$ cat src/rtl/sf_pkg.sv
package sf_pkg;
    typedef enum logic [1:0] {
        OP_LOOKUP  = 2'd0,
        OP_ALLOC   = 2'd1,
        OP_UPDATE  = 2'd2,
        OP_DEALLOC = 2'd3
    } sf_op_e;
endpackage

$ cat src/rtl/sf_presence_map.sv
// Expands a stored presence vector into per-requester snoop targets.
module sf_presence_map #(
    parameter int NREQ   = 8,
    parameter int COARSE = 0,
    parameter int GROUP  = 2,
    localparam int PW    = (COARSE != 0) ? NREQ / GROUP : NREQ
) (
    input  logic [PW-1:0]   pv_in,
    output logic [NREQ-1:0] targets
);
    generate
        if (COARSE != 0) begin : g_coarse
            for (genvar r = 0; r < NREQ; r++) begin : g_req
                assign targets[r] = pv_in[r / GROUP];
            end
        end else begin : g_fine
            assign targets = pv_in;
        end
    endgenerate
endmodule

$ cat src/rtl/sf_way_pick.sv
// Finds the hit way of a set and the way to fill on a miss.
module sf_way_pick #(
    parameter int WAYS  = 2,
    parameter int AGE_W = 1
) (
    input  logic [WAYS-1:0]            vld,
    input  logic [WAYS-1:0]            match,
    input  logic [WAYS-1:0][AGE_W-1:0] age,
    output logic                       hit,
    output logic [AGE_W-1:0]           hit_way,
    output logic [AGE_W-1:0]           fill_way
);
    always_comb begin
        hit      = 1'b0;
        hit_way  = '0;
        fill_way = '0;
        for (int w = 0; w < WAYS; w++) begin
            if (vld[w] && match[w]) begin
                hit     = 1'b1;
                hit_way = AGE_W'(w);
            end
            if (age[w] == AGE_W'(WAYS - 1)) fill_way = AGE_W'(w);
        end
        // the lowest free way wins over the oldest way
        for (int w = WAYS - 1; w >= 0; w--) begin
            if (!vld[w]) fill_way = AGE_W'(w);
        end
    end
endmodule

$ cat src/rtl/snoop_filter.sv
module snoop_filter
    import sf_pkg::*;
#(
    parameter int NREQ   = 8,
    parameter int ADDR_W = 12,
    parameter int SETS   = 4,
    parameter int WAYS   = 2,
    parameter int VDEPTH = 2,
    parameter int COARSE = 0,
    parameter int GROUP  = 2
) (
    input  logic                     clk,
    input  logic                     rst_n,
    input  logic                     cmd_valid,
    input  logic [1:0]               cmd_op,
    input  logic [ADDR_W-1:0]        cmd_addr,
    input  logic [$clog2(NREQ)-1:0]  cmd_req,
    input  logic                     err_inject,
    output logic                     rsp_valid,
    output logic                     rsp_hit,
    output logic                     rsp_perr,
    output logic [NREQ-1:0]          rsp_targets,
    output logic                     evict_valid,
    output logic [ADDR_W-1:0]        evict_addr,
    output logic [NREQ-1:0]          evict_targets
);
    localparam int SET_W = $clog2(SETS);
    localparam int TAG_W = ADDR_W - SET_W;
    localparam int PW    = (COARSE != 0) ? NREQ / GROUP : NREQ;
    localparam int GSH   = (COARSE != 0) ? $clog2(GROUP) : 0;
    localparam int AGE_W = (WAYS > 1) ? $clog2(WAYS) : 1;
    localparam int VI_W  = (VDEPTH > 1) ? $clog2(VDEPTH) : 1;

    typedef struct packed {
        logic             v;
        logic [TAG_W-1:0] tag;
        logic [PW-1:0]    pv;
        logic             par;
    } ent_t;

    typedef struct packed {
        logic              v;
        logic [ADDR_W-1:0] addr;
        logic [PW-1:0]     pv;
        logic              par;
    } vent_t;

    typedef struct packed {
        ent_t [SETS-1:0][WAYS-1:0]            arr;
        logic [SETS-1:0][WAYS-1:0][AGE_W-1:0] age;
        vent_t [VDEPTH-1:0]                   vb;
        logic                                 rsp_valid;
        logic                                 rsp_hit;
        logic                                 rsp_perr;
        logic [NREQ-1:0]                      rsp_tg;
        logic                                 ev_valid;
        logic [ADDR_W-1:0]                    ev_addr;
        logic [PW-1:0]                        ev_pv;
        logic                                 ev_perr;
    } state_t;

    state_t st_d, st_q;

    // age ranks: 0 is most recent; touching a way ages the younger ones
    function automatic logic [WAYS-1:0][AGE_W-1:0] touch(
        input logic [WAYS-1:0][AGE_W-1:0] a,
        input logic [AGE_W-1:0]           tw
    );
        logic [WAYS-1:0][AGE_W-1:0] r;
        for (int w = 0; w < WAYS; w++) begin
            if (AGE_W'(w) == tw)   r[w] = '0;
            else if (a[w] < a[tw]) r[w] = a[w] + 1'b1;
            else                   r[w] = a[w];
        end
        return r;
    endfunction

    sf_op_e                     op;
    logic [SET_W-1:0]           set_idx;
    logic [TAG_W-1:0]           tag;
    logic [WAYS-1:0]            row_vld, row_match;
    logic                       mhit, vhit, hit_any, perr;
    logic [AGE_W-1:0]           hit_way, fill_way;
    logic [VI_W-1:0]            vidx;
    logic [PW-1:0]              hit_pv, base_pv, cmd_bit, new_pv;
    logic                       hit_par, wpar;
    logic [NREQ-1:0]            cur_tg, ev_tg;
    vent_t                      disp;
    logic                       placed;

    assign op      = sf_op_e'(cmd_op);
    assign set_idx = cmd_addr[SET_W-1:0];
    assign tag     = cmd_addr[ADDR_W-1:SET_W];

    always_comb begin
        for (int w = 0; w < WAYS; w++) begin
            row_vld[w]   = st_q.arr[set_idx][w].v;
            row_match[w] = (st_q.arr[set_idx][w].tag == tag);
        end
    end

    sf_way_pick #(.WAYS(WAYS), .AGE_W(AGE_W)) u_way_pick (
        .vld      (row_vld),
        .match    (row_match),
        .age      (st_q.age[set_idx]),
        .hit      (mhit),
        .hit_way  (hit_way),
        .fill_way (fill_way)
    );

    always_comb begin
        vhit = 1'b0;
        vidx = '0;
        for (int j = 0; j < VDEPTH; j++) begin
            if (st_q.vb[j].v && st_q.vb[j].addr == cmd_addr) begin
                vhit = 1'b1;
                vidx = VI_W'(j);
            end
        end
    end

    always_comb begin
        hit_any = mhit | vhit;
        hit_pv  = mhit ? st_q.arr[set_idx][hit_way].pv  : st_q.vb[vidx].pv;
        hit_par = mhit ? st_q.arr[set_idx][hit_way].par : st_q.vb[vidx].par;
        perr    = hit_any & (^{hit_pv, hit_par});
        base_pv = !hit_any ? '0 : (perr ? '1 : hit_pv);
        cmd_bit = PW'(1) << (cmd_req >> GSH);
        case (op)
            OP_ALLOC:   new_pv = base_pv | cmd_bit;
            OP_UPDATE:  new_pv = cmd_bit;
            OP_DEALLOC: new_pv = (COARSE != 0) ? base_pv : (base_pv & ~cmd_bit);
            default:    new_pv = base_pv;
        endcase
        wpar = (^new_pv) ^ err_inject;
    end

    sf_presence_map #(.NREQ(NREQ), .COARSE(COARSE), .GROUP(GROUP)) u_rsp_map (
        .pv_in   (base_pv),
        .targets (cur_tg)
    );

    sf_presence_map #(.NREQ(NREQ), .COARSE(COARSE), .GROUP(GROUP)) u_ev_map (
        .pv_in   (st_q.ev_pv),
        .targets (ev_tg)
    );

    always_comb begin
        st_d          = st_q;
        placed        = 1'b0;
        disp          = '0;
        st_d.rsp_valid = cmd_valid;
        st_d.rsp_hit   = hit_any;
        st_d.rsp_perr  = perr;
        st_d.rsp_tg    = perr ? '1 : cur_tg;
        st_d.ev_valid  = 1'b0;
        if (cmd_valid) begin
            case (op)
                OP_LOOKUP: begin
                    if (mhit) st_d.age[set_idx] = touch(st_q.age[set_idx], hit_way);
                end
                OP_ALLOC, OP_UPDATE: begin
                    if (mhit) begin
                        st_d.arr[set_idx][hit_way].pv  = new_pv;
                        st_d.arr[set_idx][hit_way].par = wpar;
                        st_d.age[set_idx] = touch(st_q.age[set_idx], hit_way);
                    end else if (vhit) begin
                        st_d.vb[vidx].pv  = new_pv;
                        st_d.vb[vidx].par = wpar;
                    end else begin
                        if (st_q.arr[set_idx][fill_way].v) begin
                            disp.v    = 1'b1;
                            disp.addr = {st_q.arr[set_idx][fill_way].tag, set_idx};
                            disp.pv   = st_q.arr[set_idx][fill_way].pv;
                            disp.par  = st_q.arr[set_idx][fill_way].par;
                            if (st_q.vb[VDEPTH-1].v) begin
                                st_d.ev_valid = 1'b1;
                                st_d.ev_addr  = st_q.vb[0].addr;
                                st_d.ev_pv    = st_q.vb[0].pv;
                                st_d.ev_perr  = ^{st_q.vb[0].pv, st_q.vb[0].par};
                                for (int j = 0; j < VDEPTH - 1; j++) st_d.vb[j] = st_q.vb[j+1];
                                st_d.vb[VDEPTH-1] = disp;
                            end else begin
                                for (int j = 0; j < VDEPTH; j++) begin
                                    if (!placed && !st_q.vb[j].v) begin
                                        st_d.vb[j] = disp;
                                        placed     = 1'b1;
                                    end
                                end
                            end
                        end
                        st_d.arr[set_idx][fill_way].v   = 1'b1;
                        st_d.arr[set_idx][fill_way].tag = tag;
                        st_d.arr[set_idx][fill_way].pv  = new_pv;
                        st_d.arr[set_idx][fill_way].par = wpar;
                        st_d.age[set_idx] = touch(st_q.age[set_idx], fill_way);
                    end
                end
                OP_DEALLOC: begin
                    if (mhit) begin
                        if (new_pv == '0) begin
                            st_d.arr[set_idx][hit_way].v = 1'b0;
                        end else begin
                            st_d.arr[set_idx][hit_way].pv  = new_pv;
                            st_d.arr[set_idx][hit_way].par = wpar;
                            st_d.age[set_idx] = touch(st_q.age[set_idx], hit_way);
                        end
                    end else if (vhit) begin
                        if (new_pv == '0) begin
                            for (int j = 0; j < VDEPTH - 1; j++) begin
                                if (VI_W'(j) >= vidx) st_d.vb[j] = st_q.vb[j+1];
                            end
                            st_d.vb[VDEPTH-1] = '0;
                        end else begin
                            st_d.vb[vidx].pv  = new_pv;
                            st_d.vb[vidx].par = wpar;
                        end
                    end
                end
                default: ;
            endcase
        end
    end

    always_ff @(posedge clk) begin
        if (!rst_n) begin
            st_q <= '0;
            for (int s = 0; s < SETS; s++) begin
                for (int w = 0; w < WAYS; w++) begin
                    st_q.age[s][w] <= AGE_W'(w);
                end
            end
        end else begin
            st_q <= st_d;
        end
    end

    assign rsp_valid     = st_q.rsp_valid;
    assign rsp_hit       = st_q.rsp_hit;
    assign rsp_perr      = st_q.rsp_perr;
    assign rsp_targets   = st_q.rsp_tg;
    assign evict_valid   = st_q.ev_valid;
    assign evict_addr    = st_q.ev_addr;
    assign evict_targets = st_q.ev_perr ? '1 : ev_tg;
endmodule

$ cat config.mk
export PLATFORM = sky130hd
export DESIGN_NAME = snoop_filter
export DESIGN_NICKNAME = d
export VERILOG_FILES = /design/src/rtl/sf_pkg.sv /design/src/rtl/sf_presence_map.sv /design/src/rtl/sf_way_pick.sv /design/src/rtl/snoop_filter.sv
export SDC_FILE = /design/constraint.sdc
export NUM_CORES = 1
export LEC_CHECK = 0
export ABC_AREA = 1
export BUFFER_PORTS_ARGS = -buffer_cell sky130_fd_sc_hd__buf_2
export CORE_MARGIN = 3
export CORE_UTILIZATION = 62
export CTS_BUF_LIST = sky130_fd_sc_hd__clkbuf_2 sky130_fd_sc_hd__clkbuf_4 sky130_fd_sc_hd__clkbuf_8
export DETAILED_ROUTE_END_ITERATION = 6
export GPL_ROUTABILITY_DRIVEN = 0
export PLACE_DENSITY = 0.8
export SLEW_MARGIN = 10
export SYNTH_ARGS = -nofsm -noshare
export SYNTH_HDL_FRONTEND = slang
export SYNTH_HIERARCHICAL = 1
export SYNTH_SLANG_ARGS = --single-unit
$ cat constraint.sdc
create_clock -name clk -period 6.55 [get_ports clk]
set_input_delay 0.655 -clock clk [delete_from_list [all_inputs] [get_ports clk]]
set_output_delay 0.655 -clock clk [all_outputs]
set_load 0.02 [all_outputs]
==> impl_metrics.yaml <==
sta:
  slew_headroom: 0.251
  finClkSkew_ns: 0.0342
  hold_viol: 0
  fin_hold_ws_ns: 0.310
  tightest_slew_ns: 1.12
  finalMaxSlewViolations: 0
  timing.fmax_mhz: 164
  final.setup.tns_ns: 0
  grt_setup_unrepaired: "false"
  setup_viol: 0
  final.min_clock_period_ns: 6.11
  finalCritPeriodShare: 0.933
global_route:
  antenna_found_initial: 0
  grt_pass1_wl_um: 67700
  grt_start_max_net_pins: 133
  grt_usage: 0.341
  grt_pass1_vias: 13000
  grt_overflow: 0
yosys:
  seq_area_frac_synth: 0.352
  syn_inst: 2028
  ys_types: 52
  syn_nets: 2058
  synth_top_area_frac: 0.352
  ys_top_cells_by_area: "dfxtp_1 (35%), o21ai_0 (9.8%), a21oi_1 (9.2%), nand2_1 (8.4%), inv_1 (5.8%)"
  synth_top_area_cell: "dfxtp_1"
  synth-warning-count: 6
  syn_avg_cell_area_um2: 6.87
  ys_seq_elements: 245
  synth_area_um2: 13900
clock_tree:
  cts_tree: "yes"
  cts_hold_buf: 0
  cts_resized: 0
  clock_sinks: 245
  cts_setup_buffers: 0
  cts_made_buffers: 41
  clk_root_buffer_cell: "clkbuf_8"
  clockBufferDepth: 3
  htree_levels: 2
  cts.reportedPaths.clkPinSlew_ns: 0.06
  clkLatencyLatePin_ns: 0.57
setup_path:
  timing.rr.start: "st_q[115]"
  path_delay_family: "simple AND/OR/NAND/NOR gates"
  crit_fanout: 9
  critPathMaxStageDelay_ns: 0.46
  critPathArrivalTime_ns: 6.52
  cp-endpoint: "st_q[146]"
  cp_slowest_cell: "a21oi_1"
  cp-end-kind: "flip-flop"
  rr_worst_depth: 34
  crit_cells: 36
  r2r-end: "st_q[146]"
  crit_start: "cmd_addr[0]"
  worstPathRequired_ns: 6.96
  cp_common_cell: "nand2_1"
  worst_setup_path_start_kind: "input port"
  critical_path_class: "in2reg"
  crit_buf_inv: 7
  r2r_slack_ns: 0.89
layout:
  drive_above_1_share: 0.141
  final_core_utilization: 0.682
  areaGrowthSynthToFinish_pct: 7.49
  mostFrequentLayoutCell: "nand2_1"
  antennaDiodeCount: 0
  nNetsFinal: 2043
  layout_common_cells: "nand2_1 (313), o21ai_0 (272), a21oi_1 (255)"
  fill_cells: 1890
detailed_routing:
  wl_per_cell_um: 18.4
  num_vias: 14400
  drt_iter0_drc: 2214
  drtAntennaViolNets: 0
  routed_wl_um: 42700
  via_per_inst: 6.21
  dr.pass1.iters: 7
  drc: 0
hold_path:
  hold_class: "in2reg"
die:
  die_y_um: 156
  rows: 54
  die_x_um: 156
  die_area_um2: 24300
  ioPinCount: 53
  start_util: 0.634
  fp.coreArea_um2: 22000
placed_design:
  dp_hpwl_um: 29300
  io_buffers: 52
power_and_ir_drop:
  ir_worst_vdd_v: 0.000125
  leakage_uw: 0.00603
  total_power_uw: 3550
  p_per_area_nw_per_um2: 237
run_status:
  status: "completed"
flow_run:
  maxCapViolCount: 0
[cell type report]
type                            instances  area [um2]  area share
Multi-Input combinational cell       1383        7310       0.489
Sequential cell                       245        4900       0.328
Inverter                              242         917      0.0613
Clock buffer                           68         842      0.0562
Timing Repair Buffer                  100         623      0.0416
Tap cell                              280         350      0.0234
Clock inverter                          3        18.8     0.00125
[per-layer routing]
metal | GRT usage | up-vias | wire (um) | share of wire
li1 | - | 6801 | - | -
met1 | 0.487 | 6519 | 17800 | 0.42
met2 | 0.515 | 916 | 18100 | 0.42
met3 | 0.0638 | 181 | 5070 | 0.12
met4 | 0.124 | 0 | 1710 | 0.040
met5 | 0 | - | 0 | 0
[cells by family (layout without fill, tap and decap cells)]
logic type / after synthesis / in the layout / share of synthesized area
xor+xnor: 31 / 31 / 0.0195
flops: 245 / 245 / 0.352
fa+ha+maj: 9 / 9 / 0.00809
compound gates: 712 / 712 / 0.291
simple gates: 630 / 630 / 0.204
buf+inv: 400 / 413 / 0.124
mux: 1 / 1 / 0.000719
[state kept, by name, summed over array words and instances, names as in the netlist]
name,count
evict_addr,12
rsp_hit,1
rsp_perr,1
rsp_targets,8
rsp_valid,1
evict_valid,1
st_q,221
[power breakdown]
part | leakage (uW) | internal, uW | switching (uW)
sequential | 0.00199 | 1540 | 40.1
clock | 0.000462 | 807 | 622
combinational | 0.00358 | 157 | 380
[cell usage after synthesis, drive strengths merged]
master / instances
a2111oi: 1
a211oi: 6
a21oi: 276
a221o: 1
a221oi: 15
a22o: 2
a22oi: 34
a31oi: 20
buf: 73
clkbuf: 85
clkinv: 12
dfxtp: 245
ha: 9
inv: 230
mux2i: 1
nand2: 337
nand3: 112
nand3b: 2
nand4: 8
nor2: 136
nor3: 13
nor4: 7
o2111ai: 1
o211a: 1
o211ai: 13
o21a: 1
o21ai: 282
o221ai: 16
o22a: 8
o22ai: 26
o311ai: 1
o31ai: 8
or2: 15
xnor2: 13
xor2: 18
[stage by stage]
stage               instance area, um2  setup slack, ns  instances
finish                           15000            0.440       2321
global route                     15000           0.0651       2321
CTS                              15000            0.551       2321
detailed placement               14100           0.0153       2250
global placement                 14100            0.223       2250
floorplan                        13900            0.496       2028
[worst min-delay path: stages]
cell	delay, ns
buf_2	0.09
nand2_1	0.04
inv_1	0.04
[worst min-delay path by stage]
stage,startpoint,endpoint,cells past startpoint
after global placement,st_q[143],st_q[143],2
after CTS,cmd_valid,rsp_valid,3
after global routing,cmd_valid,rsp_valid,3
after detailed placement,st_q[198],st_q[198],2
after floorplan,st_q[134],st_q[134],2
final,cmd_valid,rsp_valid,3
(Power assumes the default switching activity.)
